**config.mk**
```make
export PLATFORM = sky130hd
export DESIGN_NAME = frame_scrambler
export DESIGN_NICKNAME = d
export VERILOG_FILES = /design/src/rtl/scr_pkg.sv /design/src/rtl/scr_core.sv /design/src/rtl/scr_state.sv /design/src/rtl/scr_out_stage.sv /design/src/rtl/frame_scrambler.sv
export SDC_FILE = /design/constraint.sdc
export NUM_CORES = 1
export LEC_CHECK = 0
export BUFFER_PORTS_ARGS = -buffer_cell sky130_fd_sc_hd__buf_2
export CELL_PAD_IN_SITES_DETAIL_PLACEMENT = 1
export CELL_PAD_IN_SITES_GLOBAL_PLACEMENT = 2
export CORE_UTILIZATION = 32
export CTS_CLUSTER_SIZE = 24
export DETAILED_ROUTE_END_ITERATION = 8
export PLACE_DENSITY = 0.83
export SLEW_MARGIN = 20
export SYNTH_ARGS = -nofsm -noshare
export SYNTH_HDL_FRONTEND = slang
export SYNTH_SLANG_ARGS = --single-unit
```
**constraint.sdc**
```tcl
create_clock -name clk_i -period 1.5 [get_ports clk_i]
set_input_delay 0.375 -clock clk_i [delete_from_list [all_inputs] [get_ports clk_i]]
set_output_delay 0.375 -clock clk_i [all_outputs]
set_load 0.05 [all_outputs]
```
**src/rtl/scr_pkg.sv**
```systemverilog
package scr_pkg;
  localparam int unsigned FRAME_W_DEF  = 16;
  localparam int unsigned TAP_NEAR_DEF = 14;
  localparam int unsigned TAP_FAR_DEF  = 15;
endpackage

```
**src/rtl/scr_core.sv**
```systemverilog
module scr_core #(
  parameter int unsigned FRAME_W  = scr_pkg::FRAME_W_DEF,
  parameter int unsigned TAP_NEAR = scr_pkg::TAP_NEAR_DEF,
  parameter int unsigned TAP_FAR  = scr_pkg::TAP_FAR_DEF
) (
  input  logic [TAP_FAR-1:0] hist_i,   // [0] oldest, [TAP_FAR-1] newest
  input  logic [FRAME_W-1:0] data_i,   // MSB earliest
  output logic [FRAME_W-1:0] scr_o,
  output logic [TAP_FAR-1:0] hist_nxt_o
);
  localparam int unsigned EXT_W = TAP_FAR + FRAME_W;

  function automatic logic [EXT_W-1:0] unroll(input logic [TAP_FAR-1:0] h,
                                              input logic [FRAME_W-1:0] d);
    logic [EXT_W-1:0] e;
    e = '0;
    for (int i = 0; i < int'(TAP_FAR); i++) e[i] = h[i];
    for (int k = 0; k < int'(FRAME_W); k++)
      e[int'(TAP_FAR)+k] = d[int'(FRAME_W)-1-k]
                         ^ e[int'(TAP_FAR)+k-int'(TAP_NEAR)]
                         ^ e[k];
    return e;
  endfunction

  logic [EXT_W-1:0] ext;

  always_comb begin
    ext = unroll(hist_i, data_i);
    for (int k = 0; k < int'(FRAME_W); k++)
      scr_o[int'(FRAME_W)-1-k] = ext[int'(TAP_FAR)+k];
    hist_nxt_o = ext[EXT_W-1 -: TAP_FAR];
  end
endmodule

```
**src/rtl/scr_state.sv**
```systemverilog
module scr_state #(
  parameter int unsigned TAP_FAR = scr_pkg::TAP_FAR_DEF
) (
  input  logic               clk_i,
  input  logic               rst_ni,
  input  logic               adv_i,
  input  logic [TAP_FAR-1:0] hist_nxt_i,
  output logic [TAP_FAR-1:0] hist_o
);
  always_ff @(posedge clk_i or negedge rst_ni) begin
    if (!rst_ni)    hist_o <= '0;
    else if (adv_i) hist_o <= hist_nxt_i;
  end

  assert_hist_hold_R6: assert property (@(posedge clk_i) disable iff (!rst_ni)
    !adv_i |=> $stable(hist_o));
endmodule

```
**src/rtl/scr_out_stage.sv**
```systemverilog
module scr_out_stage #(
  parameter int unsigned FRAME_W = scr_pkg::FRAME_W_DEF
) (
  input  logic               clk_i,
  input  logic               rst_ni,
  input  logic               valid_i,
  input  logic               scram_en_i,
  input  logic [FRAME_W-1:0] plain_i,
  input  logic [FRAME_W-1:0] scr_i,
  output logic               valid_o,
  output logic [FRAME_W-1:0] frame_o
);
  always_ff @(posedge clk_i or negedge rst_ni) begin
    if (!rst_ni) begin
      valid_o <= 1'b0;
      frame_o <= '0;
    end else begin
      valid_o <= valid_i;
      if (valid_i) frame_o <= scram_en_i ? scr_i : plain_i;
    end
  end

  assert_valid_rise_R4: assert property (@(posedge clk_i) disable iff (!rst_ni)
    valid_i |=> valid_o);
  assert_valid_fall_R4: assert property (@(posedge clk_i) disable iff (!rst_ni)
    !valid_i |=> !valid_o);
  assert_bypass_R5: assert property (@(posedge clk_i) disable iff (!rst_ni)
    (valid_i && !scram_en_i) |=> frame_o == $past(plain_i));
  assert_out_hold_R7: assert property (@(posedge clk_i) disable iff (!rst_ni)
    !valid_i |=> $stable(frame_o));
endmodule

```
**src/rtl/frame_scrambler.sv**
```systemverilog
module frame_scrambler #(
  parameter int unsigned FRAME_W  = scr_pkg::FRAME_W_DEF,
  parameter int unsigned TAP_NEAR = scr_pkg::TAP_NEAR_DEF,
  parameter int unsigned TAP_FAR  = scr_pkg::TAP_FAR_DEF,
  localparam int unsigned HALF_W  = FRAME_W / 2
) (
  input  logic               clk_i,
  input  logic               rst_ni,
  input  logic               scram_en_i,
  input  logic               valid_i,
  input  logic [FRAME_W-1:0] data_i,
  output logic               valid_o,
  output logic [HALF_W-1:0]  cg1_o,
  output logic [HALF_W-1:0]  cg2_o
);
  logic [TAP_FAR-1:0] hist_q, hist_nxt;
  logic [FRAME_W-1:0] scr, frame_q;
  logic               adv;

  assign adv = valid_i & scram_en_i;

  scr_core #(.FRAME_W(FRAME_W), .TAP_NEAR(TAP_NEAR), .TAP_FAR(TAP_FAR)) u_core (
    .hist_i(hist_q), .data_i(data_i), .scr_o(scr), .hist_nxt_o(hist_nxt));

  scr_state #(.TAP_FAR(TAP_FAR)) u_state (
    .clk_i(clk_i), .rst_ni(rst_ni), .adv_i(adv),
    .hist_nxt_i(hist_nxt), .hist_o(hist_q));

  scr_out_stage #(.FRAME_W(FRAME_W)) u_out (
    .clk_i(clk_i), .rst_ni(rst_ni), .valid_i(valid_i), .scram_en_i(scram_en_i),
    .plain_i(data_i), .scr_i(scr), .valid_o(valid_o), .frame_o(frame_q));

  assign cg1_o = frame_q[FRAME_W-1 -: HALF_W];
  assign cg2_o = frame_q[HALF_W-1:0];

  assert_zero_in_R8: assert property (@(posedge clk_i) disable iff (!rst_ni)
    (adv && hist_q == '0 && data_i == '0) |=> {cg1_o, cg2_o} == '0);
  assert_no_adv_off_R6: assert property (@(posedge clk_i) disable iff (!rst_ni)
    (valid_i && !scram_en_i) |=> $stable(hist_q));
endmodule

```
== Word-level counts from Yosys, hierarchy flattened ==
Index checks and enable logic that the tools add are counted.

* Output and inout bits: 17
* Logic and storage cells: 37
* Input bits: 20
* Register bits after elaboration: 32

* Mux-type cells: 1
* Bitwise gates (word level): 33

{| class="wikitable"
|+ Operators by type and width
! kind !! number
|-
| $xor A1 B1 Y1 || 32
|-
| $mux W16 || 1
|-
| $and A1 B1 Y1 || 1
|}

== Logic depth before layout (Yosys ltp) ==
Gate-level depths: netlist (run 1).

* Depth after elaboration: 5
* Mapped depth: 5
* Depth with buffers taken out: 4

== Modules after synthesis ==
From an unflattened synthesis (run 1), not the netlist that was laid out.

* Cell total of the unflattened synthesis: 149
* Area, all modules: 1810.5 um2

{| class="wikitable"
|+ By module, submodules not included
! module !! seq. area each (um2) !! instances !! cells each !! area each (um2)
|-
| scr_out_stage || 425.4 || 1 || 70 || 770.7
|-
| scr_state || 375.4 || 1 || 32 || 613.1
|-
| scr_core || 0.0 || 1 || 46 || 420.4
|-
| frame_scrambler || 0.0 || 1 || 1 || 6.3
|}

== Least setup slack after synthesis (run 1) ==
OpenSTA, ideal clock, no wires.

* Path kind: flip-flop to flip-flop
* Start: register u_state.hist_o[2]
* End: register u_out.frame_o[0]
* Setup slack: 0.188 ns
* Setup time: 0.082 ns
* Buffers on the path: 0
* Cell stages (with the launch flop): 5
* Arrival: 1.231 ns
* Period minus slack after synthesis: 1.312 ns
* Required time: 1.418 ns
* Cell sequence: dfrtp_1 -> xnor2_2 -> xnor2_2 -> or3_1 -> a31oi_1

* Longest elaborated chain between the ends: 5

{| class="wikitable"
|+ Ends and longest elaborated chain
! what !! RTL line !! source
|-
| from (decl) || scr_state.sv:8 || <nowiki>output logic [TAP_FAR-1:0] hist_o</nowiki>
|-
| from (signal assigned) || scr_state.sv:12 || <nowiki>else if (adv_i) hist_o <= hist_nxt_i;</nowiki>
|-
| $xor A1 B1 Y1 || scr_core.sv:20 || <nowiki>^ e[int'(TAP_FAR)+k-int'(TAP_NEAR)]</nowiki>
|-
| $xor A1 B1 Y1 || scr_core.sv:21 || <nowiki>^ e[k];</nowiki>
|-
| $xor A1 B1 Y1 || scr_core.sv:20 ||
|-
| $xor A1 B1 Y1 || scr_core.sv:21 ||
|-
| $mux W16 || scr_out_stage.sv:19 || <nowiki>if (valid_i) frame_o <= scram_en_i ? scr_i : plain_i;</nowiki>
|-
| to (signal assigned) || scr_out_stage.sv:19 ||
|-
| to (decl) || scr_out_stage.sv:11 || <nowiki>output logic [FRAME_W-1:0] frame_o</nowiki>
|}

Every way passes these cells.
A chain may end at the register's enable or synchronous reset.

== Worst setup path in the final report (run 1) ==
Ends and elaborated chain as after synthesis.

==> results of run 1 <==
-- cells in the mapped netlist (all sizes together) --
library cell and count:
nand2 26, a21oi 14, dfrtp 32, xor2 25, xnor2 23, inv 1
buf 1, nor2 18, or3 2, mux2 2, a31oi 2, o21ai 15
clkbuf 7
-- flip-flops by register name (all words and copies together) (netlist names) --
| name | flops |
|---|---|
| u_state.hist_o | 15 |
| u_out.frame_o | 16 |
| u_out.valid_o | 1 |
-- worst max path at each step --
stage                       from          endpoint  slack [ns]  cells past startpoint
2_1_floorplan  u_state.hist_o[2]  u_out.frame_o[0]        0.19                      4
6_report       u_state.hist_o[2]  u_out.frame_o[0]         0.1                      4
3_3_place_gp          data_i[15]  u_out.frame_o[1]        0.07                      5
5_1_grt        u_state.hist_o[2]  u_out.frame_o[0]        0.02                      4
3_5_place_dp          data_i[15]  u_out.frame_o[0]       0.006                      5
4_1_cts        u_state.hist_o[2]  u_out.frame_o[0]        0.03                      4
-- through the flow --
stage,cells,area (um2),hold slack [ns],total power [mW],worst slack [ns]
finish,279,2070,0.00802,4.96,0.0959
CTS,278,2060,0.0101,5.02,0.0271
global route,279,2070,0.0219,5.35,0.0173
global placement,270,1930,0.320,3.99,0.0748
detailed placement,270,1930,0.327,4.07,0.00620
floorplan,168,1640,0.0794,3.52,0.188
-- worst max-delay path, stage by stage (launching register included) --
cell and delay [ns]:
dfrtp_2 0.44, xnor2_2 0.22, xnor2_2 0.12, or3_1 0.33
a31oi_1 0.21
-- layer usage --
layer / global-route usage (%) / up-vias / share of wire [%]
met5: 0 / - / 0
met4: 5.77 / 0 / 1.5
met3: 4.25 / 4 / 3.0
li1: - / 622 / -
met1: 18.6 / 576 / 45
met2: 23.6 / 24 / 50
-- report_power, final --
group | leakage [nW] | internal [mW] | switching (mW)
Sequential | 0.373 | 1.24 | 0.304
Combinational | 0.503 | 0.975 | 1.53
Clock | 0.0645 | 0.586 | 0.324
-- cell families after synthesis --
group | synth area share, %
multiplexers | 1.38
AND/OR/NAND/NOR | 10.9
buffers and inverters | 2.14
XOR/XNOR | 27.1
AO/OA/AOI/OAI | 9.63
flip-flops | 48.9
-- cell type report --
cell class / instances / area, um2
clock buffer: 7 / 96.3
clock inverter: 1 / 30.0
fill: 591 / 2750
inverter: 1 / 3.75
multi-input combinational: 127 / 801
sequential: 32 / 802
tap: 67 / 83.8
timing repair buffer: 44 / 253
-- what timing repair did --
action | in CTS | in global routing
buffers inserted | 0 | 1
endpoints found under the hold margin | 0 | 0
endpoints found under the setup margin | 0 | 1
hold buffers | 0 | 0
resized for setup | 0 | 1
==> flow_summary.yaml, run 1 <==
floorplan:
  die_h_um: 73.5
  fp.dieW_um: 73.5
  row_count: 25
  core_area_um2: 4820
  start_util_pct: 34.0
  die_area_um2: 5400
  io_pins: 37
route:
  routedWlPerCell_um: 12.4
  drc: 0
  vias: 1226
  finalWirelength_um: 3450
  firstDrtPassIters: 4
  drt-initial-drc-count: 59
  antenna_left: 0
  vias_per_cell: 4.39
sta:
  grt_setup_unrepaired: "false"
  fin_skew_ns: 0.00880
  setup_viol: 0
  hold_viol: 0
  worstMarginPinSlew_ns: 0.396
  finalCritPeriodShare_pct: 93.6
  fin_crit_ns: 1.40
  slew_violations: 0
  fin_tns_setup_ns: 0
  slew_headroom_pct: 73.6
  max_freq_mhz: 712
synthesis:
  synth-seq-cells: 32
  yosys.area.top_type: "dfrtp_1"
  synthTopCellsByArea: "dfrtp_1 49%, xor2_1 13%, xnor2_1 11%"
  synthesis.area_um2: 1640
  netlist-cell-type-count: 14
  synthCells: 168
  yosysSeqAreaShare_pct: 48.9
  synth_top_area_share_pct: 48.9
  synth.avg_cell_area_um2: 9.74
  ys_warn_count: 0
  syn_nets: 188
final_layout:
  layout_common_cells: "36 x buf_2, 31 x dfrtp_1, 26 x nand2_1"
  layout-drive-gt1-share_pct: 27.4
  antenna_cells: 0
  synthToLayoutAreaGrowth_pct: 26.5
  final_common_cell: "buf_2"
  post-route-util_pct: 43.0
  nNetsFinal: 231
global_routing:
  grt_max_degree: 22
  grt-ovfl-total: 0
  grt_pass1_vias: 1227
  grt_pass1_wl_um: 5870
  antenna_found_initial: 0
  grtUsageTotal_pct: 14.7
power:
  max-vdd-ir-drop_uv: 801
  powerDensity_nw_per_um2: 2390
  p_leak_nw: 0.941
critical_path:
  r2r-start: "u_state.hist_o[2]"
  cp-start-kind: "register"
  worstPathRequired_ns: 1.70
  cp_data_arrival_time_ns: 1.60
  r2r_end: "u_out.frame_o[0]"
  crit_type: "reg -> reg"
  ff2ff_path_depth: 4
  end_kind: "register"
  cp_max_fo: 4
  r2r_setup_slack_ns: 0.1
clock_network:
  numCtsBuffers: 5
  cts_root_buffer: "clkbuf_8"
  cts_tree: "yes"
  clk_latency_ns: 0.28
  clock_sinks: 32
  cts_buffer_depth: 2
  h-tree-depth: 2
  path_clk_slew_ns: 0.07
place:
  dp_hpwl_um: 2640
  io_buffers: 36
  gp_congestion: 0.689
min_path:
  min_path_type: "in -> async"
job:
  maxCapViolCount: 0
status:
  status: "finished clean"
(Power assumes the default switching activity.)
==> run 2: changes to the inputs <==
Settings changed: CORE_UTILIZATION 32 to 34, CTS_BUF_LIST set to sky130_fd_sc_hd__clkbuf_8, PLACE_DENSITY 0.83 to 0.87.
==> flow_summary.yaml, run 2 (synthesis results as in run 1) <==
status:
  status: "complete, but fails checks"
  violations: "design-rule violations"
floorplan:
  io_pins: 37
  start_util_pct: 36.3
  die_h_um: 71.4
  fp.dieW_um: 71.4
  die_area_um2: 5100
  row_count: 24
  core_area_um2: 4500
clock_network:
  numCtsBuffers: 5
  cts_buffer_depth: 2
  h-tree-depth: 2
  ctsResizeCount: 0
  clk_latency_ns: 0.28
  cts_setup_buffers: 0
  clock_sinks: 32
  hold_buffers: 0
  cts_tree: "yes"
  cts_root_buffer: "clkbuf_8"
  path_clk_slew_ns: 0.07
final_layout:
  nNetsFinal: 230
  synthToLayoutAreaGrowth_pct: 22.6
  multi_input_area_um2: 801
  top_register: "u_out.frame_o"
  layout_common_cells: "36 x buf_2, 32 x dfrtp_1, 26 x nand2_1"
  final_common_cell: "buf_2"
  largestRegisters: "u_out.frame_o (16), u_state.hist_o (15), u_out.valid_o (1)"
  layout-drive-gt1-share_pct: 25.6
  fillers: 532
  regArea_um2: 801
  largest_reg_flops: 16
  antenna_cells: 0
global_routing:
  grt_max_degree: 22
  grt_pass1_wl_um: 6010
  grt_pass1_vias: 1306
  grtUsageTotal_pct: 15.3
  antenna_found_initial: 0
  grt-ovfl-total: 0
job:
  maxCapViolCount: 0
critical_path:
  cp_data_arrival_time_ns: 1.58
  crit_type: "reg -> reg"
  cp_max_fo: 4
  end_kind: "register"
  worstPathRequired_ns: 1.70
  cp-start-kind: "register"
sta:
  setup_viol: 0
  fin_tns_setup_ns: 0
  max_freq_mhz: 728
  finalCritPeriodShare_pct: 91.6
  grt_setup_unrepaired: "false"
  hold_viol: 0
  fin_crit_ns: 1.37
  slew_violations: 0
  worstMarginPinSlew_ns: 0.409
  fin_skew_ns: 0.00301
  slew_headroom_pct: 72.8
route:
  drc: 4
  drt-initial-drc-count: 54
  firstDrtPassIters: 6
  vias: 1220
  antenna_left: 0
  routedWlPerCell_um: 12.7
  finalWirelength_um: 3350
  vias_per_cell: 4.64
power:
  powerDensity_nw_per_um2: 2330
  p_leak_nw: 0.926
  max-vdd-ir-drop_uv: 814
  power_mw: 4.68
place:
  dp_hpwl_um: 2500
  io_buffers: 36
  gp_congestion: 0.709
min_path:
  min_path_type: "in -> async"
==> run 2: cell count changes in the layout (fill, tap and decap cells not counted), sizes merged <==
cell / before / now
buf: 44 / 43
bufinv: 1 / 0
inv: 1 / 3
clkbuf: 7 / 6
==> run 2: worst paths after layout <==
| kind | from | endpoint | slack, ns | cells after the start |
|---|---|---|---|---|
| worst max-delay path | u_state.hist_o[2] | u_out.frame_o[0] | 0.13 | 4 |
| worst min-delay path | rst_ni | u_state.hist_o[4] | 0.02 | 1 |
| worst max register to register | u_state.hist_o[2] | u_out.frame_o[0] | 0.13 | 4 |
| worst min register to register | u_out.frame_o[2] | u_out.frame_o[2] | 0.51 | 2 |
| max in group asynchronous | rst_ni | u_out.frame_o[1] | 1.05 | 2 |
| min in group clk_i | data_i[0] | u_out.frame_o[0] | 0.40 | 3 |
==> run 2: final cells by class <==
| type | instances | area share (%) |
|---|---|---|
| clock buffers | 6 | 4.12 |
| inverters | 1 | 0.187 |
| multi-input cells | 127 | 39.9 |
| repair buffers | 43 | 12.2 |
| well taps | 52 | 3.24 |
| clock inverters | 2 | 0.374 |
| flip-flops and latches | 32 | 39.9 |
==> run 2: metal layers <==
layer  track usage (%)  part of all wire, %  up-vias
met4              6.67                  1.9        0
met5                 0                    0        -
met1              19.6                   46      572
met3              3.23                  2.7        6
met2              25.2                   49       22
li1                  -                    -      620
==> run 2: stage by stage <==
stage | setup slack, ns | std cells | hold slack, ns | utilization (%) | area (um2)
global placement | 0.0789 | 255 | 0.330 | 42.5 | 1920
finish | 0.127 | 263 | 0.0196 | 44.5 | 2010
global route | 0.0114 | 263 | 0.0445 | 44.5 | 2010
CTS | 0.0863 | 263 | 0.0253 | 44.5 | 2010
floorplan | 0.188 | 168 | 0.0794 | - | 1640
detailed placement | 0.0315 | 255 | 0.331 | 42.5 | 1920
==> run 2: power by group <==
group	internal [mW]	switching, mW
Clock	0.360	0.305
Combinational	0.959	1.52
Sequential	1.23	0.306
==> run 2: critical path: stages, from the launching register on <==
cell	delay, ns
dfrtp_1	0.44
xnor2_2	0.26
xnor2_2	0.13
or3_1	0.31
a31oi_1	0.16
==> run 3: changes to the inputs <==
Settings changed: CORE_UTILIZATION 34 to 36, PLACE_DENSITY 0.87 to 0.91.
Clock period 1.5 ns to 1.78 ns, I/O delays scaled along.
==> flow_summary.yaml, run 3 (synthesis results as in run 1) <==
power:
  p_leak_nw: 0.904
  powerDensity_nw_per_um2: 2010
  intPower_mw: 2.17
  clockPowerShare_pct: 15.2
  combPwrFrac_pct: 51.6
  sw_frac_of_total_pct: 45.3
  max-vdd-ir-drop_uv: 604
  p_switching_mw: 1.80
  seqPwrFrac_pct: 33.2
clock_network:
  path_clk_slew_ns: 0.07
  cts_tree: "yes"
  cts_root_buffer: "clkbuf_8"
  ctsResizeCount: 0
  clock_sinks: 32
  cts_buffer_depth: 2
  numCtsBuffers: 5
  hold_buffers: 0
  h-tree-depth: 2
  cts_setup_buffers: 0
  clk_latency_ns: 0.28
final_layout:
  layout-drive-gt1-share_pct: 25.1
  largestRegisters: "u_out.frame_o (16), u_state.hist_o (15), u_out.valid_o (1)"
  nNetsFinal: 227
  top_register: "u_out.frame_o"
  fillers: 506
  postLayoutCellArea_um2: 1980
  layout_common_cells: "36 x buf_2, 32 x dfrtp_1, 26 x nand2_1"
  antenna_cells: 0
  final_common_cell: "buf_2"
  stdcell_count: 259
  largest_reg_flops: 16
  synthToLayoutAreaGrowth_pct: 20.8
critical_path:
  crit_type: "reg -> reg"
  r2r_setup_slack_ns: 0.37
  cp_max_fo: 4
  ff2ff_path_depth: 4
  worstPathRequired_ns: 1.98
  cp-start-kind: "register"
  startpoint: "u_state.hist_o[2]"
  r2r_end: "u_out.frame_o[0]"
  cp_data_arrival_time_ns: 1.62
  end_kind: "register"
  r2r-start: "u_state.hist_o[2]"
floorplan:
  row_count: 24
  start_util_pct: 37.6
  die_area_um2: 4820
  die_h_um: 69.4
  io_pins: 37
  core_area_um2: 4350
  fp.dieW_um: 69.4
sta:
  fin_crit_ns: 1.41
  fin_skew_ns: 0.00570
  finalCritPeriodShare_pct: 79.5
  slew_violations: 0
  hold_viol: 0
  setup_viol: 0
  max_freq_mhz: 707
  fin_tns_setup_ns: 0
  slew_headroom_pct: 72.9
  grt_setup_unrepaired: "false"
  worstMarginPinSlew_ns: 0.407
global_routing:
  grt_max_degree: 34
  met2_usage_pct: 24.6
  antenna_found_initial: 0
  busiest_layer: "met2"
  grt-ovfl-total: 0
  met3_usage_pct: 4.07
  grtUsageTotal_pct: 15.4
  grt_use_met1_pct: 19.5
  grt_pass1_wl_um: 5780
  grt_pass1_vias: 1301
place:
  io_buffers: 36
  gp_congestion: 0.677
  dpl_cell_area_um2: 1880
  dp_hpwl_um: 2420
  dp.cells: 252
job:
  maxCapViolCount: 0
route:
  drt-initial-drc-count: 78
  vias: 1234
  drc: 0
  firstDrtPassIters: 3
  vias_per_cell: 4.76
  antenna_left: 0
  routedWlPerCell_um: 13.0
  finalWirelength_um: 3370
min_path:
  min_path_type: "in -> async"
status:
  status: "finished clean"
[run 3: worst max-delay path by stage]
| stage | endpoint | slack, ns | depth (start not counted) |
|---|---|---|---|
| finish | u_out.frame_o[0] | 0.37 | 4 |
| global route | u_out.frame_o[0] | 0.28 | 4 |
| CTS | u_out.frame_o[0] | 0.34 | 4 |
| detailed placement | u_out.frame_o[1] | 0.25 | 5 |
| global placement | u_out.frame_o[1] | 0.29 | 5 |
| floorplan | u_out.frame_o[1] | 0.46 | 4 |
[run 3: layout make-up]
| class | instances | area [um2] | share of cell area [%] |
|---|---|---|---|
| clock buffer | 7 | 96.3 | 4.87 |
| inverter | 1 | 3.75 | 0.190 |
| multi-input combinational | 127 | 801 | 40.5 |
| timing repair buffer | 40 | 210 | 10.6 |
| tap | 52 | 65.1 | 3.29 |
| sequential | 32 | 801 | 40.5 |
[run 3: metal layers]
layer | part of all wire (%) | up-vias
met5 | 0 | -
met1 | 47 | 590
met3 | 3.0 | 9
met4 | 2.2 | 0
met2 | 48 | 20
li1 | - | 615
[run 3: power by group through the flow]
stage	Sequential [mW]	Clock (mW)	Combinational [mW]
2_1_floorplan	1.80	0	1.16
3_3_place_gp	1.33	0	2.01
3_5_place_dp	1.33	0	2.06
4_1_cts	1.33	0.620	2.08
5_1_grt	1.37	0.658	2.25
6_report	1.32	0.602	2.05
[run 3: stage by stage]
step | util, % | hold WS [ns] | power, mW | setup slack (ns)
after floorplan | - | 0.149 | 2.97 | 0.458
after global placement | 43.2 | 0.494 | 3.33 | 0.295
after detailed placement | 43.2 | 0.502 | 3.40 | 0.251
after CTS | 45.4 | 0.192 | 4.02 | 0.344
after global routing | 45.4 | 0.203 | 4.27 | 0.279
final | 45.4 | 0.178 | 3.97 | 0.365
[run 3: worst max-delay path: stages, from the launching register on]
cell     delay, ns
dfrtp_1       0.45
xnor2_2       0.28
xnor2_2       0.12
or3_1         0.32
a31oi_1       0.16
